**config.mk**
```make
export PLATFORM = sky130hd
export DESIGN_NAME = epps_decoder
export DESIGN_NICKNAME = d
export VERILOG_FILES = /design/src/rtl/epps_pkg.sv /design/src/rtl/epps_sync.sv /design/src/rtl/epps_meas.sv /design/src/rtl/epps_lock.sv /design/src/rtl/epps_err_cnt.sv /design/src/rtl/epps_decoder.sv
export SDC_FILE = /design/constraint.sdc
export NUM_CORES = 1
export LEC_CHECK = 0
export ABC_AREA = 1
export BUFFER_PORTS_ARGS = -buffer_cell sky130_fd_sc_hd__clkbuf_2
export CAP_MARGIN = 10
export CORE_MARGIN = 5
export CORE_UTILIZATION = 65
export CTS_BUF_LIST = sky130_fd_sc_hd__clkbuf_8 sky130_fd_sc_hd__clkbuf_16
export DETAILED_ROUTE_END_ITERATION = 12
export PLACE_DENSITY = 0.81
export SYNTH_ARGS = -nofsm -noshare
export SYNTH_HDL_FRONTEND = slang
export SYNTH_HIERARCHICAL = 1
export SYNTH_SLANG_ARGS = --single-unit
```
**constraint.sdc**
```tcl
create_clock -name clk_i -period 3.8 [get_ports clk_i]
set_clock_uncertainty 0.1 [all_clocks]
set_input_delay 0 -clock clk_i [delete_from_list [all_inputs] [get_ports clk_i]]
set_output_delay 0 -clock clk_i [all_outputs]
set_load 0.01 [all_outputs]
```
**src/rtl/epps_pkg.sv**
```systemverilog
package epps_pkg;
  typedef enum logic [1:0] {
    PC_NORMAL  = 2'd0,
    PC_MARKER  = 2'd1,
    PC_INVALID = 2'd2
  } per_class_e;
endpackage

```
**src/rtl/epps_sync.sv**
```systemverilog
module epps_sync #(
  parameter int STAGES = 2
) (
  input  logic clk_i,
  input  logic rst_ni,
  input  logic d_i,
  output logic q_o,
  output logic rise_o,
  output logic fall_o
);
  logic [STAGES-1:0] chain_q;
  logic              last_q;

  generate
    if (STAGES == 1) begin : g_one
      always_ff @(posedge clk_i or negedge rst_ni)
        if (!rst_ni) chain_q <= '0;
        else         chain_q <= d_i;
    end else begin : g_many
      always_ff @(posedge clk_i or negedge rst_ni)
        if (!rst_ni) chain_q <= '0;
        else         chain_q <= {chain_q[STAGES-2:0], d_i};
    end
  endgenerate

  always_ff @(posedge clk_i or negedge rst_ni)
    if (!rst_ni) last_q <= 1'b0;
    else         last_q <= chain_q[STAGES-1];

  assign q_o    = chain_q[STAGES-1];
  assign rise_o = q_o & ~last_q;
  assign fall_o = ~q_o & last_q;
endmodule

```
**src/rtl/epps_meas.sv**
```systemverilog
module epps_meas
  import epps_pkg::*;
#(
  parameter int CNT_W       = 4,
  parameter int TS_W        = 32,
  parameter int SYNC_LAT    = 1,
  parameter int MARK_HI_MIN = 1,
  parameter int MARK_HI_MAX = 2,
  parameter int NORM_HI_MIN = 3,
  parameter int NORM_HI_MAX = 5,
  parameter int PER_MIN     = 7,
  parameter int PER_MAX     = 9
) (
  input  logic            clk_i,
  input  logic            rst_ni,
  input  logic            level_i,
  input  logic            rise_i,
  input  logic            fall_i,
  input  logic [TS_W-1:0] tick_i,
  output logic            done_o,
  output per_class_e      class_o,
  output logic            mark_o,
  output logic [TS_W-1:0] stamp_o
);
  localparam logic [CNT_W-1:0] M_LO = CNT_W'(MARK_HI_MIN);
  localparam logic [CNT_W-1:0] M_HI = CNT_W'(MARK_HI_MAX);
  localparam logic [CNT_W-1:0] N_LO = CNT_W'(NORM_HI_MIN);
  localparam logic [CNT_W-1:0] N_HI = CNT_W'(NORM_HI_MAX);
  localparam logic [CNT_W-1:0] P_LO = CNT_W'(PER_MIN);
  localparam logic [CNT_W-1:0] P_HI = CNT_W'(PER_MAX);
  localparam logic [TS_W-1:0]  LAT  = TS_W'(SYNC_LAT);

  logic             seen_q;
  logic [CNT_W-1:0] per_cnt_q, hi_cnt_q, hi_len_q;
  logic             hi_ok_q;
  logic [TS_W-1:0]  rise_ts_q;
  logic             hi_is_mark;

  assign hi_is_mark = (hi_cnt_q >= M_LO) && (hi_cnt_q <= M_HI);

  function automatic per_class_e classify(input logic [CNT_W-1:0] per,
                                          input logic [CNT_W-1:0] hi,
                                          input logic ok);
    if (!ok || per < P_LO || per > P_HI) return PC_INVALID;
    if (hi >= M_LO && hi <= M_HI)        return PC_MARKER;
    if (hi >= N_LO && hi <= N_HI)        return PC_NORMAL;
    return PC_INVALID;
  endfunction

  always_ff @(posedge clk_i or negedge rst_ni) begin
    if (!rst_ni) begin
      seen_q    <= 1'b0;
      per_cnt_q <= '0;
      hi_cnt_q  <= '0;
      hi_len_q  <= '0;
      hi_ok_q   <= 1'b0;
      rise_ts_q <= '0;
      done_o    <= 1'b0;
      class_o   <= PC_NORMAL;
      mark_o    <= 1'b0;
      stamp_o   <= '0;
    end else begin
      done_o <= 1'b0;
      mark_o <= 1'b0;
      if (rise_i) begin
        if (seen_q) begin
          done_o  <= 1'b1;
          class_o <= classify(per_cnt_q, hi_len_q, hi_ok_q);
        end
        seen_q    <= 1'b1;
        per_cnt_q <= CNT_W'(1);
        hi_cnt_q  <= CNT_W'(1);
        hi_ok_q   <= 1'b0;
        rise_ts_q <= tick_i - LAT;
      end else if (seen_q) begin
        if (per_cnt_q == P_HI) begin
          // no edge in time: period is over-long
          done_o  <= 1'b1;
          class_o <= PC_INVALID;
          seen_q  <= 1'b0;
        end else begin
          per_cnt_q <= per_cnt_q + 1'b1;
        end
        if (level_i && hi_cnt_q != '1) hi_cnt_q <= hi_cnt_q + 1'b1;
        if (fall_i) begin
          hi_len_q <= hi_cnt_q;
          hi_ok_q  <= 1'b1;
          if (hi_is_mark) begin
            mark_o  <= 1'b1;
            stamp_o <= rise_ts_q;
          end
        end
      end
    end
  end

  a_r4_pps_one_tick: assert property (@(posedge clk_i) disable iff (!rst_ni)
    mark_o |=> !mark_o);
  a_r2_done_one_tick: assert property (@(posedge clk_i) disable iff (!rst_ni)
    done_o |=> !done_o);
  a_r3_period_bounded: assert property (@(posedge clk_i) disable iff (!rst_ni)
    seen_q |-> (per_cnt_q <= P_HI));
  a_r4_mark_not_with_done: assert property (@(posedge clk_i) disable iff (!rst_ni)
    !(mark_o && done_o));
endmodule

```
**src/rtl/epps_lock.sv**
```systemverilog
module epps_lock
  import epps_pkg::*;
#(
  parameter int MARKER_GAP = 10_000_000
) (
  input  logic       clk_i,
  input  logic       rst_ni,
  input  logic       done_i,
  input  per_class_e class_i,
  output logic       lock_o
);
  localparam int GAP_W = (MARKER_GAP > 2) ? $clog2(MARKER_GAP) : 1;
  localparam logic [GAP_W-1:0] LAST = GAP_W'(MARKER_GAP - 1);

  logic             have_q;
  logic [GAP_W-1:0] since_q;

  always_ff @(posedge clk_i or negedge rst_ni) begin
    if (!rst_ni) begin
      lock_o  <= 1'b0;
      have_q  <= 1'b0;
      since_q <= '0;
    end else if (done_i) begin
      unique case (class_i)
        PC_MARKER: begin
          lock_o  <= have_q && (since_q == LAST);
          have_q  <= 1'b1;
          since_q <= '0;
        end
        PC_NORMAL: begin
          if (have_q) begin
            if (since_q == LAST) begin
              // expected marker missing
              lock_o  <= 1'b0;
              have_q  <= 1'b0;
              since_q <= '0;
            end else begin
              since_q <= since_q + 1'b1;
            end
          end
        end
        default: begin
          lock_o  <= 1'b0;
          have_q  <= 1'b0;
          since_q <= '0;
        end
      endcase
    end
  end

  a_r6_lock_on_marker: assert property (@(posedge clk_i) disable iff (!rst_ni)
    $rose(lock_o) |-> $past(done_i && class_i == PC_MARKER));
  a_r7_drop_on_invalid: assert property (@(posedge clk_i) disable iff (!rst_ni)
    (done_i && class_i == PC_INVALID) |=> !lock_o);
endmodule

```
**src/rtl/epps_err_cnt.sv**
```systemverilog
module epps_err_cnt #(
  parameter int W = 8
) (
  input  logic         clk_i,
  input  logic         rst_ni,
  input  logic         inc_i,
  input  logic         clr_i,
  output logic [W-1:0] cnt_o
);
  always_ff @(posedge clk_i or negedge rst_ni) begin
    if (!rst_ni)                    cnt_o <= '0;
    else if (clr_i)                 cnt_o <= '0;
    else if (inc_i && cnt_o != '1)  cnt_o <= cnt_o + 1'b1;
  end

  a_r10_clear_wins: assert property (@(posedge clk_i) disable iff (!rst_ni)
    clr_i |=> (cnt_o == '0));
  a_r9_saturates: assert property (@(posedge clk_i) disable iff (!rst_ni)
    (cnt_o == '1 && !clr_i) |=> (cnt_o == '1));
  a_r9_hold_idle: assert property (@(posedge clk_i) disable iff (!rst_ni)
    (!clr_i && !inc_i) |=> $stable(cnt_o));
endmodule

```
**src/rtl/epps_decoder.sv**
```systemverilog
module epps_decoder
  import epps_pkg::*;
#(
  parameter int SYNC_STAGES = 2,
  parameter int TS_W        = 32,
  parameter int ERR_W       = 8,
  parameter int MARKER_GAP  = 10_000_000,
  parameter int MARK_HI_MIN = 1,
  parameter int MARK_HI_MAX = 2,
  parameter int NORM_HI_MIN = 3,
  parameter int NORM_HI_MAX = 5,
  parameter int PER_MIN     = 7,
  parameter int PER_MAX     = 9
) (
  input  logic             clk_i,
  input  logic             rst_ni,
  input  logic             carrier_i,
  input  logic             err_clr_i,
  output logic             pps_o,
  output logic [TS_W-1:0]  pps_stamp_o,
  output logic             period_strobe_o,
  output logic             lock_o,
  output logic [ERR_W-1:0] err_cnt_o
);
  localparam int CNT_W    = $clog2(PER_MAX + 2);
  localparam int SYNC_LAT = SYNC_STAGES - 1;

  logic            lvl, rise, fall;
  logic [TS_W-1:0] tick_q;
  logic            done;
  per_class_e      pclass;

  always_ff @(posedge clk_i or negedge rst_ni)
    if (!rst_ni) tick_q <= '0;
    else         tick_q <= tick_q + 1'b1;

  epps_sync #(.STAGES(SYNC_STAGES)) u_sync (
    .clk_i(clk_i), .rst_ni(rst_ni), .d_i(carrier_i),
    .q_o(lvl), .rise_o(rise), .fall_o(fall)
  );

  epps_meas #(
    .CNT_W(CNT_W), .TS_W(TS_W), .SYNC_LAT(SYNC_LAT),
    .MARK_HI_MIN(MARK_HI_MIN), .MARK_HI_MAX(MARK_HI_MAX),
    .NORM_HI_MIN(NORM_HI_MIN), .NORM_HI_MAX(NORM_HI_MAX),
    .PER_MIN(PER_MIN), .PER_MAX(PER_MAX)
  ) u_meas (
    .clk_i(clk_i), .rst_ni(rst_ni), .level_i(lvl), .rise_i(rise),
    .fall_i(fall), .tick_i(tick_q), .done_o(done), .class_o(pclass),
    .mark_o(pps_o), .stamp_o(pps_stamp_o)
  );

  epps_lock #(.MARKER_GAP(MARKER_GAP)) u_lock (
    .clk_i(clk_i), .rst_ni(rst_ni), .done_i(done), .class_i(pclass),
    .lock_o(lock_o)
  );

  epps_err_cnt #(.W(ERR_W)) u_err (
    .clk_i(clk_i), .rst_ni(rst_ni),
    .inc_i(done && pclass == PC_INVALID), .clr_i(err_clr_i),
    .cnt_o(err_cnt_o)
  );

  assign period_strobe_o = done && (pclass != PC_INVALID);

  a_r1_quiet_after_reset: assert property (@(posedge clk_i) disable iff (!rst_ni)
    $rose(rst_ni) |-> (!pps_o && !lock_o && !period_strobe_o));
endmodule

```
==> results of run 1 <==
[worst paths after layout]
path,start,to,slack (ps),cells past startpoint
min in group clk_i,carrier_i,u_sync/chain_q[0]$_DFF_PN0_,120,2
worst max register to register,u_sync/chain_q[1]$_DFF_PN0_,u_meas/stamp_o[2]$_DFFE_PN0P_,1350,10
worst min register to register,u_sync/chain_q[0]$_DFF_PN0_,u_sync/chain_q[1]$_DFF_PN0_,250,0
worst min-delay path,rst_ni,u_meas/hi_cnt_q[2]$_DFFE_PN0P_,110,2
max in group asynchronous,rst_ni,tick_q[25]$_DFF_PN0_,2730,3
worst max-delay path,u_sync/chain_q[1]$_DFF_PN0_,u_meas/stamp_o[2]$_DFFE_PN0P_,1350,10
[area by class of cell]
type / instances / area (um^2)
Clock inverter: 12 / 175
Inverter: 131 / 498
Multi-Input combinational cell: 830 / 3870
Sequential cell: 151 / 3780
Tap cell: 172 / 215
Clock buffer: 20 / 467
Fill cell: 993 / 3210
Timing Repair Buffer: 52 / 302
[cell usage after synthesis, drive strengths merged (4+ instances only)]
cell and count:
inv 129, o21bai 4, nand3 77, a22oi 5, o21ai 39, nor3 9
buf 13, dfrtp 151, a31oi 5, nand4 14, nand2 418, nand3b 8
xnor2 6, a21oi 21, xor2 17, nor2 191, ha 11
[repair_timing]
| item | CTS | global route |
|---|---|---|
| endpoints found under the hold margin | 110 | 0 |
| hold buffers | 3 | 0 |
| setup buffers | 0 | 0 |
| endpoints found under the setup margin | 0 | 0 |
[stage by stage]
stage	cell area (um^2)	cells	util	setup slack (ps)	total power [W]
finish	9310	1368	0.743	1350	0.00438
global route	9310	1368	0.743	1060	0.00459
CTS	9310	1368	0.743	1360	0.00440
detailed placement	8630	1333	0.690	1380	0.00258
global placement	8630	1333	0.690	1450	0.00255
floorplan	8240	1128	-	2280	0.00234
[state kept, by name (all words and copies together), names as in the netlist, 4 cells and up]
| register | flops |
|---|---|
| u_meas/hi_len_q | 4 |
| u_meas/hi_cnt_q | 4 |
| u_lock/since_q | 24 |
| tick_q | 32 |
| u_meas/rise_ts_q | 32 |
| u_meas/per_cnt_q | 4 |
| u_err/cnt_o | 8 |
| u_meas/stamp_o | 32 |
[metal layers]
layer	up-vias	GRT usage	routed length, um
li1	3630	-	-
met5	-	0	0
met3	45	0.0447	1050
met2	274	0.453	9310
met1	3424	0.368	8480
met4	0	0.110	485
[cells by family (layout without fill, tap and decap cells)]
family                     count (synthesis)  count (layout)  synth area share
xor gates and xnor gates                  23              23            0.0245
adders and majority gates                 11              11            0.0167
DFF                                      151             151             0.459
buffers and inverters                    147             215            0.0718
AOI/OAI and AO/OA                         76              76            0.0513
and+or+nand+nor                          720             720             0.377
[power breakdown]
group	total [W]	switching (W)	internal, W
Clock	0.00182	0.000669	0.00115
Combinational	0.000645	0.000431	0.000215
Sequential	0.00192	0.000158	0.00176
Total	0.00438	0.00126	0.00313
==> impl_metrics.py, run 1 <==
metrics = {
    "logic_synthesis": {
        "synth_enable_flop_cells": 0,
        "synthFlopType": "dfrtp_1",
        "syn-num-nets": 1143,
        "synthArstFlopShare": 1.00,
        "yosysSeqAreaShare": 0.459,
        "synth.avg_cell_area_um2": 7.30,
        "yosysTopAreaCell": "dfrtp_1",
        "synth.cell_area_um2": 8240,
        "netlist_instances": 1128,
        "ys_seq_elements": 151,
        "synth_area_leaders": "dfrtp_1 46%, nand2_1 19%, nor2_1 7.6%",
        "synth_top_area_frac": 0.459,
        "ys_warn_count": 6,
        "ys_types": 37,
    },
    "timing": {
        "rsz0062_at_grt": "no",
        "slew_viol_final": 0,
        "fin_crit_ps": 2450,
        "hold_ws_ps": 108,
        "hold_viol": 0,
        "tns_ps": 0,
        "setup_viol": 0,
        "worst_slew_pin_slew_ps": 925,
        "max_freq_mhz": 409,
        "slew_headroom": 0.383,
        "post-route-period-util": 0.643,
    },
    "global_route": {
        "grt_pass1_vias": 6692,
        "grt_util_all_layers": 0.275,
        "antenna_found_initial": 0,
        "overflow": 0,
        "grt_max_degree": 103,
        "grt_pass1_wl_mm": 32.5,
    },
    "power": {
        "powerDensity_nw_per_um2": 471,
        "p_leak_nw": 4.87,
        "vdd_ir_drop_max_mv": 0.340,
    },
    "detailed_routing": {
        "first_pass_iters": 6,
        "ant_nets": 0,
        "wl_per_cell_um": 14.1,
        "wl_mm": 19.3,
        "num_vias": 7373,
        "viasPerCell": 5.39,
        "drcViolationCount": 0,
        "first_iter_violations": 602,
    },
    "clocking": {
        "htreeDepth": 4,
        "cts_tree": "done",
        "clockRootBuffer": "clkbuf_16",
        "cts_buffer_depth": 2,
        "clk_latency_ps": 430,
        "postCtsResizedCells": 0,
        "numCtsBuffers": 17,
        "clk_pin_slew_worst_paths_ps": 60,
        "cts.sinks": 151,
    },
    "floorplanning": {
        "die_h_um": 123,
        "pin_count": 47,
        "initial_core_util": 0.658,
        "die-area_um2": 15000,
        "coreArea_um2": 12500,
        "dieWidth_um": 123,
        "std_cell_rows": 41,
    },
    "run_status": {
        "status": "finished clean",
    },
    "setup_path": {
        "required_ps": 4070,
        "cp-end-kind": "register",
        "critPathMostFrequentCell": "nand2_1",
        "startpoint_type": "register",
        "critical_path_class": "reg2reg",
        "crit_slowest_cell": "inv_2",
        "path_cells": "inv_1, nor2_2, inv_2, nand3_4, a211oi_2, nand2_1, buf_4, clkinv_2, nand2_1, nand2_1",
        "crit_family": "buffers and inverters",
        "crit_buf_inv": 4,
        "cp_slowest_stage_delay_ps": 510,
        "crit_fanout": 41,
        "critPathArrivalTime_ps": 2720,
    },
    "placement": {
        "portBuffers": 46,
        "dp_hpwl_mm": 13.4,
        "gp_congestion": 0.932,
    },
    "finish": {
        "syn_to_final_growth_pct": 13.0,
        "drive_gt1_frac": 0.112,
        "diodes": 0,
        "final_cell_mix": "407 x nand2_1, 166 x nor2_1, 151 x dfrtp_1",
        "nets": 1198,
        "layout_commonest_cell": "nand2_1",
    },
    "worst_hold_path": {
        "hp-class": "in2async",
    },
    "run": {
        "maxCapViolCount": 0,
    },
}
Note: power is estimated with default switching activity, not from simulation.
==> run 2: changes to the inputs <==
CORE_UTILIZATION = 62   (was 65)
PLACE_DENSITY = 0.78   (was 0.81)
clock period = 2.3 ns   (was 3.8 ns; I/O delays follow)
==> run 2 against run 1 <==
Die area up 4.4%. Register-to-register slack worse by 940 ps. Wire length down 2.9%. Non-clock buffer count up 2. Largest cell class unchanged.
==> impl_metrics.py, run 2 (synthesis results as in run 1) <==
metrics = {
    "power": {
        "power.total_w": 0.00743,
        "p_int_w": 0.00541,
        "sequentialPowerShare": 0.424,
        "powerDensity_nw_per_um2": 793,
        "swShare": 0.273,
        "comb_power_share": 0.145,
        "vdd_ir_drop_max_mv": 0.613,
        "p_clk_frac": 0.431,
        "p_leak_nw": 4.91,
        "p_switching_w": 0.00203,
    },
    "clocking": {
        "clk_latency_ps": 420,
        "post_cts_buffers": 0,
        "htreeDepth": 4,
        "postCtsResizedCells": 0,
        "cts.sinks": 151,
        "cts_tree": "done",
        "holdBufCountCts": 3,
        "clockRootBuffer": "clkbuf_16",
        "clk_pin_slew_worst_paths_ps": 60,
        "cts_buffer_depth": 2,
        "numCtsBuffers": 17,
    },
    "detailed_routing": {
        "wl_mm": 18.8,
        "wl_met2_mm": 8.83,
        "first_iter_violations": 661,
        "first_pass_iters": 6,
        "wl_per_cell_um": 13.7,
        "viasPerCell": 5.25,
        "ant_nets": 0,
        "drcViolationCount": 0,
        "top_layer_used": "met4",
        "met1_length_mm": 8.74,
        "num_vias": 7217,
        "wl_met3_um": 890,
    },
    "placement": {
        "dp_hpwl_mm": 13.3,
        "portBuffers": 46,
        "placed_cells": 1339,
        "gp_congestion": 0.902,
    },
    "setup_path": {
        "critical_path_class": "reg2reg",
        "crit_fanout": 37,
        "critPathArrivalTime_ps": 2120,
        "required_ps": 2540,
        "r2r_start": "u_sync/chain_q[1]$_DFF_PN0_",
        "r2r_setup_slack_ps": 420,
        "cp-end-kind": "register",
        "reg2reg_depth": 7,
        "startpoint_type": "register",
        "r2r_end": "u_meas/class_o[0]$_DFFE_PN0P_",
    },
    "worst_hold_path": {
        "hp-class": "in2async",
    },
    "timing": {
        "max_freq_mhz": 531,
        "slew_viol_final": 0,
        "worst_slew_pin_slew_ps": 569,
        "post-route-period-util": 0.819,
        "rsz0062_at_grt": "no",
        "slew_headroom": 0.617,
        "hold_viol": 0,
        "setup_viol": 0,
        "fin_crit_ps": 1880,
        "tns_ps": 0,
    },
    "floorplanning": {
        "coreArea_um2": 13100,
        "die-area_um2": 15700,
        "die_h_um": 125,
        "dieWidth_um": 125,
        "std_cell_rows": 42,
        "initial_core_util": 0.627,
        "pin_count": 47,
    },
    "run": {
        "maxCapViolCount": 0,
    },
    "finish": {
        "final_cell_mix": "407 x nand2_1, 166 x nor2_1, 151 x dfrtp_1",
        "nets": 1200,
        "drive_gt1_frac": 0.114,
        "multi_input_area_um2": 3870,
        "seq_area_um2": 3780,
        "finalNonFillerCells": 1374,
        "fillers": 1056,
        "diodes": 0,
        "top_regs": "tick_q x32, u_meas/rise_ts_q x32, u_meas/stamp_o x32",
        "syn_to_final_growth_pct": 13.9,
        "layout_commonest_cell": "nand2_1",
        "utilization": 0.714,
    },
    "global_route": {
        "grt_max_degree": 62,
        "overflow": 0,
        "grt_pass1_wl_mm": 32.3,
        "grt_pass1_vias": 6924,
        "grt_util_all_layers": 0.249,
        "antenna_found_initial": 0,
    },
    "run_status": {
        "status": "finished clean",
    },
}
-- run 2: changes by cell type in the layout (fill, tap and decap cells not counted), sizes merged --
cell / previous run / this run
clkbuf: 65 / 62
bufinv: 4 / 7
buf: 4 / 6
-- run 2: worst max path at each step --
stage / start / end / slack [ps]
floorplan: tick_q[0]$_DFF_PN0_ / u_meas/rise_ts_q[26]$_DFFE_PN0P_ / 780
global placement: u_sync/chain_q[1]$_DFF_PN0_ / u_meas/class_o[0]$_DFFE_PN0P_ / 500
detailed placement: u_meas/hi_cnt_q[0]$_DFFE_PN0P_ / u_meas/stamp_o[5]$_DFFE_PN0P_ / 490
CTS: u_sync/chain_q[1]$_DFF_PN0_ / u_meas/class_o[0]$_DFFE_PN0P_ / 410
global route: u_sync/chain_q[1]$_DFF_PN0_ / u_meas/class_o[0]$_DFFE_PN0P_ / 290
finish: u_sync/chain_q[1]$_DFF_PN0_ / u_meas/class_o[0]$_DFFE_PN0P_ / 420
-- run 2: cell type report --
class | instances | area share
Timing Repair Buffer | 54 | 0.0351
Clock inverter | 15 | 0.0275
Clock buffer | 17 | 0.0454
Inverter | 131 | 0.0531
Tap cell | 176 | 0.0235
Multi-Input combinational cell | 830 | 0.413
Sequential cell | 151 | 0.403
-- run 2: per-stage QoR --
step	hold slack (ps)	worst slack (ps)	instance area, um^2
2_1_floorplan	-396	780	8240
3_3_place_gp	-80.0	503	8670
3_5_place_dp	-89.3	487	8670
4_1_cts	38.3	406	9380
5_1_grt	86.2	289	9380
6_report	26.3	416	9380
-- run 2: power groups by stage --
| stage | sequential [W] | clock, W | combinational (W) |
|---|---|---|---|
| final | 0.00315 | 0.00320 | 0.00108 |
| after floorplan | 0.00319 | 0 | 0.000688 |
| after CTS | 0.00315 | 0.00325 | 0.00109 |
| after detailed placement | 0.00319 | 0 | 0.00107 |
| after global routing | 0.00318 | 0.00338 | 0.00121 |
| after global placement | 0.00318 | 0 | 0.00103 |
-- run 2: metal layers --
layer,vias to the layer above,GRT usage
met5,-,0
met4,0,0.0778
li1,3629,-
met2,179,0.401
met3,29,0.0584
met1,3380,0.339
-- run 2: critical path, cell delays in order (launching register included) --
cell and delay (ps):
dfrtp_1 390, inv_1 60, nor2_2 110, buf_4 380, o21ai_0 320, inv_1 170, nand4_1 100, o21ai_0 160
==> run 3: changes to the inputs <==
clock period = 1.8 ns   (was 2.3 ns; I/O delays follow)
==> run 3 against run 2 <==
Final area increased by 2.2%. Hold slack better by 3.0 ps. Sequential power rose by 27%. Clock-buffer cell count increased by 5. Flip-flop and latch count is the same. Critical endpoint is now u_meas/rise_ts_q[19]$_DFFE_PN0P_. Global-route usage grew 1.0 points.
==> impl_metrics.py, run 3 (synthesis results as in run 1) <==
metrics = {
    "clocking": {
        "numCtsBuffers": 17,
        "cts_buffer_depth": 2,
        "clk_latency_ps": 420,
        "clockRootBuffer": "clkbuf_16",
        "cts_tree": "done",
        "cts.sinks": 151,
        "clk_pin_slew_worst_paths_ps": 60,
        "htreeDepth": 4,
    },
    "placement": {
        "portBuffers": 46,
        "gp_congestion": 0.937,
        "dp_hpwl_mm": 13.8,
        "placed_cells": 1356,
    },
    "timing": {
        "tns_ps": 0,
        "post-route-period-util": 0.941,
        "max_freq_mhz": 590,
        "fin_crit_ps": 1690,
        "worst_slew_pin_slew_ps": 400,
        "slew_headroom": 0.733,
        "setup_viol": 0,
        "rsz0062_at_grt": "no",
        "slew_viol_final": 0,
        "hold_viol": 0,
    },
    "detailed_routing": {
        "first_iter_violations": 659,
        "drcViolationCount": 0,
        "ant_nets": 0,
        "num_vias": 7439,
        "viasPerCell": 5.34,
        "wl_mm": 19.4,
        "met1_length_mm": 8.70,
        "first_pass_iters": 5,
        "wl_met3_mm": 1.08,
        "wl_per_cell_um": 13.9,
        "wl_met2_mm": 9.42,
        "top_layer_used": "met4",
    },
    "global_route": {
        "grt_util_all_layers": 0.260,
        "antenna_found_initial": 0,
        "grt_pass1_wl_mm": 33.7,
        "grt_max_degree": 50,
        "overflow": 0,
        "grt_pass1_vias": 7160,
    },
    "floorplanning": {
        "std_cell_rows": 42,
        "die-area_um2": 15700,
        "coreArea_um2": 13100,
        "die_h_um": 125,
        "dieWidth_um": 125,
        "initial_core_util": 0.627,
        "pin_count": 47,
    },
    "finish": {
        "final_cell_mix": "405 x nand2_1, 155 x nor2_1, 151 x dfrtp_1",
        "finalNonFillerCells": 1394,
        "syn_to_final_growth_pct": 16.4,
        "top_regs": "tick_q x32, u_meas/rise_ts_q x32, u_meas/stamp_o x32",
        "utilization": 0.730,
        "nets": 1220,
        "layout_commonest_cell": "nand2_1",
        "diodes": 0,
        "drive_gt1_frac": 0.140,
    },
    "setup_path": {
        "critPathLaunch": "tick_q[7]$_DFF_PN0_",
        "crit_end": "u_meas/rise_ts_q[19]$_DFFE_PN0P_",
        "r2r_setup_slack_ps": 110,
        "cp-end-kind": "register",
        "r2r_end": "u_meas/rise_ts_q[19]$_DFFE_PN0P_",
        "critPathArrivalTime_ps": 1900,
        "crit_fanout": 7,
        "startpoint_type": "register",
        "critical_path_class": "reg2reg",
        "required_ps": 2010,
        "r2r_start": "tick_q[7]$_DFF_PN0_",
        "reg2reg_depth": 8,
    },
    "run_status": {
        "status": "finished clean",
    },
    "run": {
        "maxCapViolCount": 0,
    },
    "power": {
        "powerDensity_nw_per_um2": 974,
        "vdd_ir_drop_max_mv": 0.726,
        "p_leak_nw": 5.01,
    },
    "worst_hold_path": {
        "hp-class": "in2async",
    },
}
run 3: changes by cell type in the layout (fill, tap and decap cells not counted), sizes merged:
cell / previous run / this run
clkinvlp: 2 / 0
clkbuf: 62 / 67
buf: 6 / 26
inv: 130 / 132
clkinv: 7 / 5
bufinv: 7 / 4
run 3: power breakdown:
part | internal, W | total, W | switching [W] | leakage [nW]
combinational | 0.000543 | 0.00150 | 0.000957 | 2.67
sequential | 0.00372 | 0.00401 | 0.000287 | 2.01
clock | 0.00249 | 0.00383 | 0.00134 | 0.330
total | 0.00675 | 0.00934 | 0.00258 | 5.01
run 3: timing repair:
action                                  4_1_cts  5_1_grt
endpoints found under the hold margin       160        0
gates resized for setup                       0       22
setup buffers                                 0        2
endpoints found under the setup margin        0       43
hold buffers                                  4        0
run 3: how the worst min path moves through the flow:
stage	startpoint	endpoint	slack, ps
global placement	rst_ni	u_sync/last_q$_DFF_PN0_	-190
detailed placement	rst_ni	u_sync/last_q$_DFF_PN0_	-180
global route	rst_ni	u_meas/hi_len_q[0]$_DFFE_PN0P_	50
CTS	rst_ni	u_sync/last_q$_DFF_PN0_	30
floorplan	rst_ni	tick_q[0]$_DFF_PN0_	-400
finish	rst_ni	u_sync/last_q$_DFF_PN0_	30
run 3: worst max-delay path: stages (launching register included):
cell,delay [ps]
dfrtp_1,480
nor2_2,190
nand2_1,140
nor2_1,160
nand2_1,140
inv_1,130
nand3_1,80
nand3_1,110
nand2_1,50
run 3: per-layer routing:
layer	up-vias	GRT usage
met2	214	0.425
met3	22	0.0473
met4	0	0.0721
met5	-	0
li1	3671	-
met1	3532	0.358
run 3: layout make-up:
type / instances / area [um^2]
clock buffers: 22 / 494
flip-flops and latches: 151 / 3780
fillers: 1048 / 3550
inverters: 131 / 500
repair buffers: 74 / 517
clock inverters: 10 / 150
multi-input cells: 830 / 3930
well taps: 176 / 220
run 3: metrics by stage:
step                setup slack (ps)  hold slack, ps  total power [W]  cell area (um^2)
global placement                 137            -186          0.00547              8820
floorplan                        280            -396          0.00495              8240
global route                    3.40            49.2          0.00979              9590
detailed placement              93.0            -182          0.00553              8820
finish                           105            29.3          0.00934              9590
CTS                             79.9            29.4          0.00936              9510
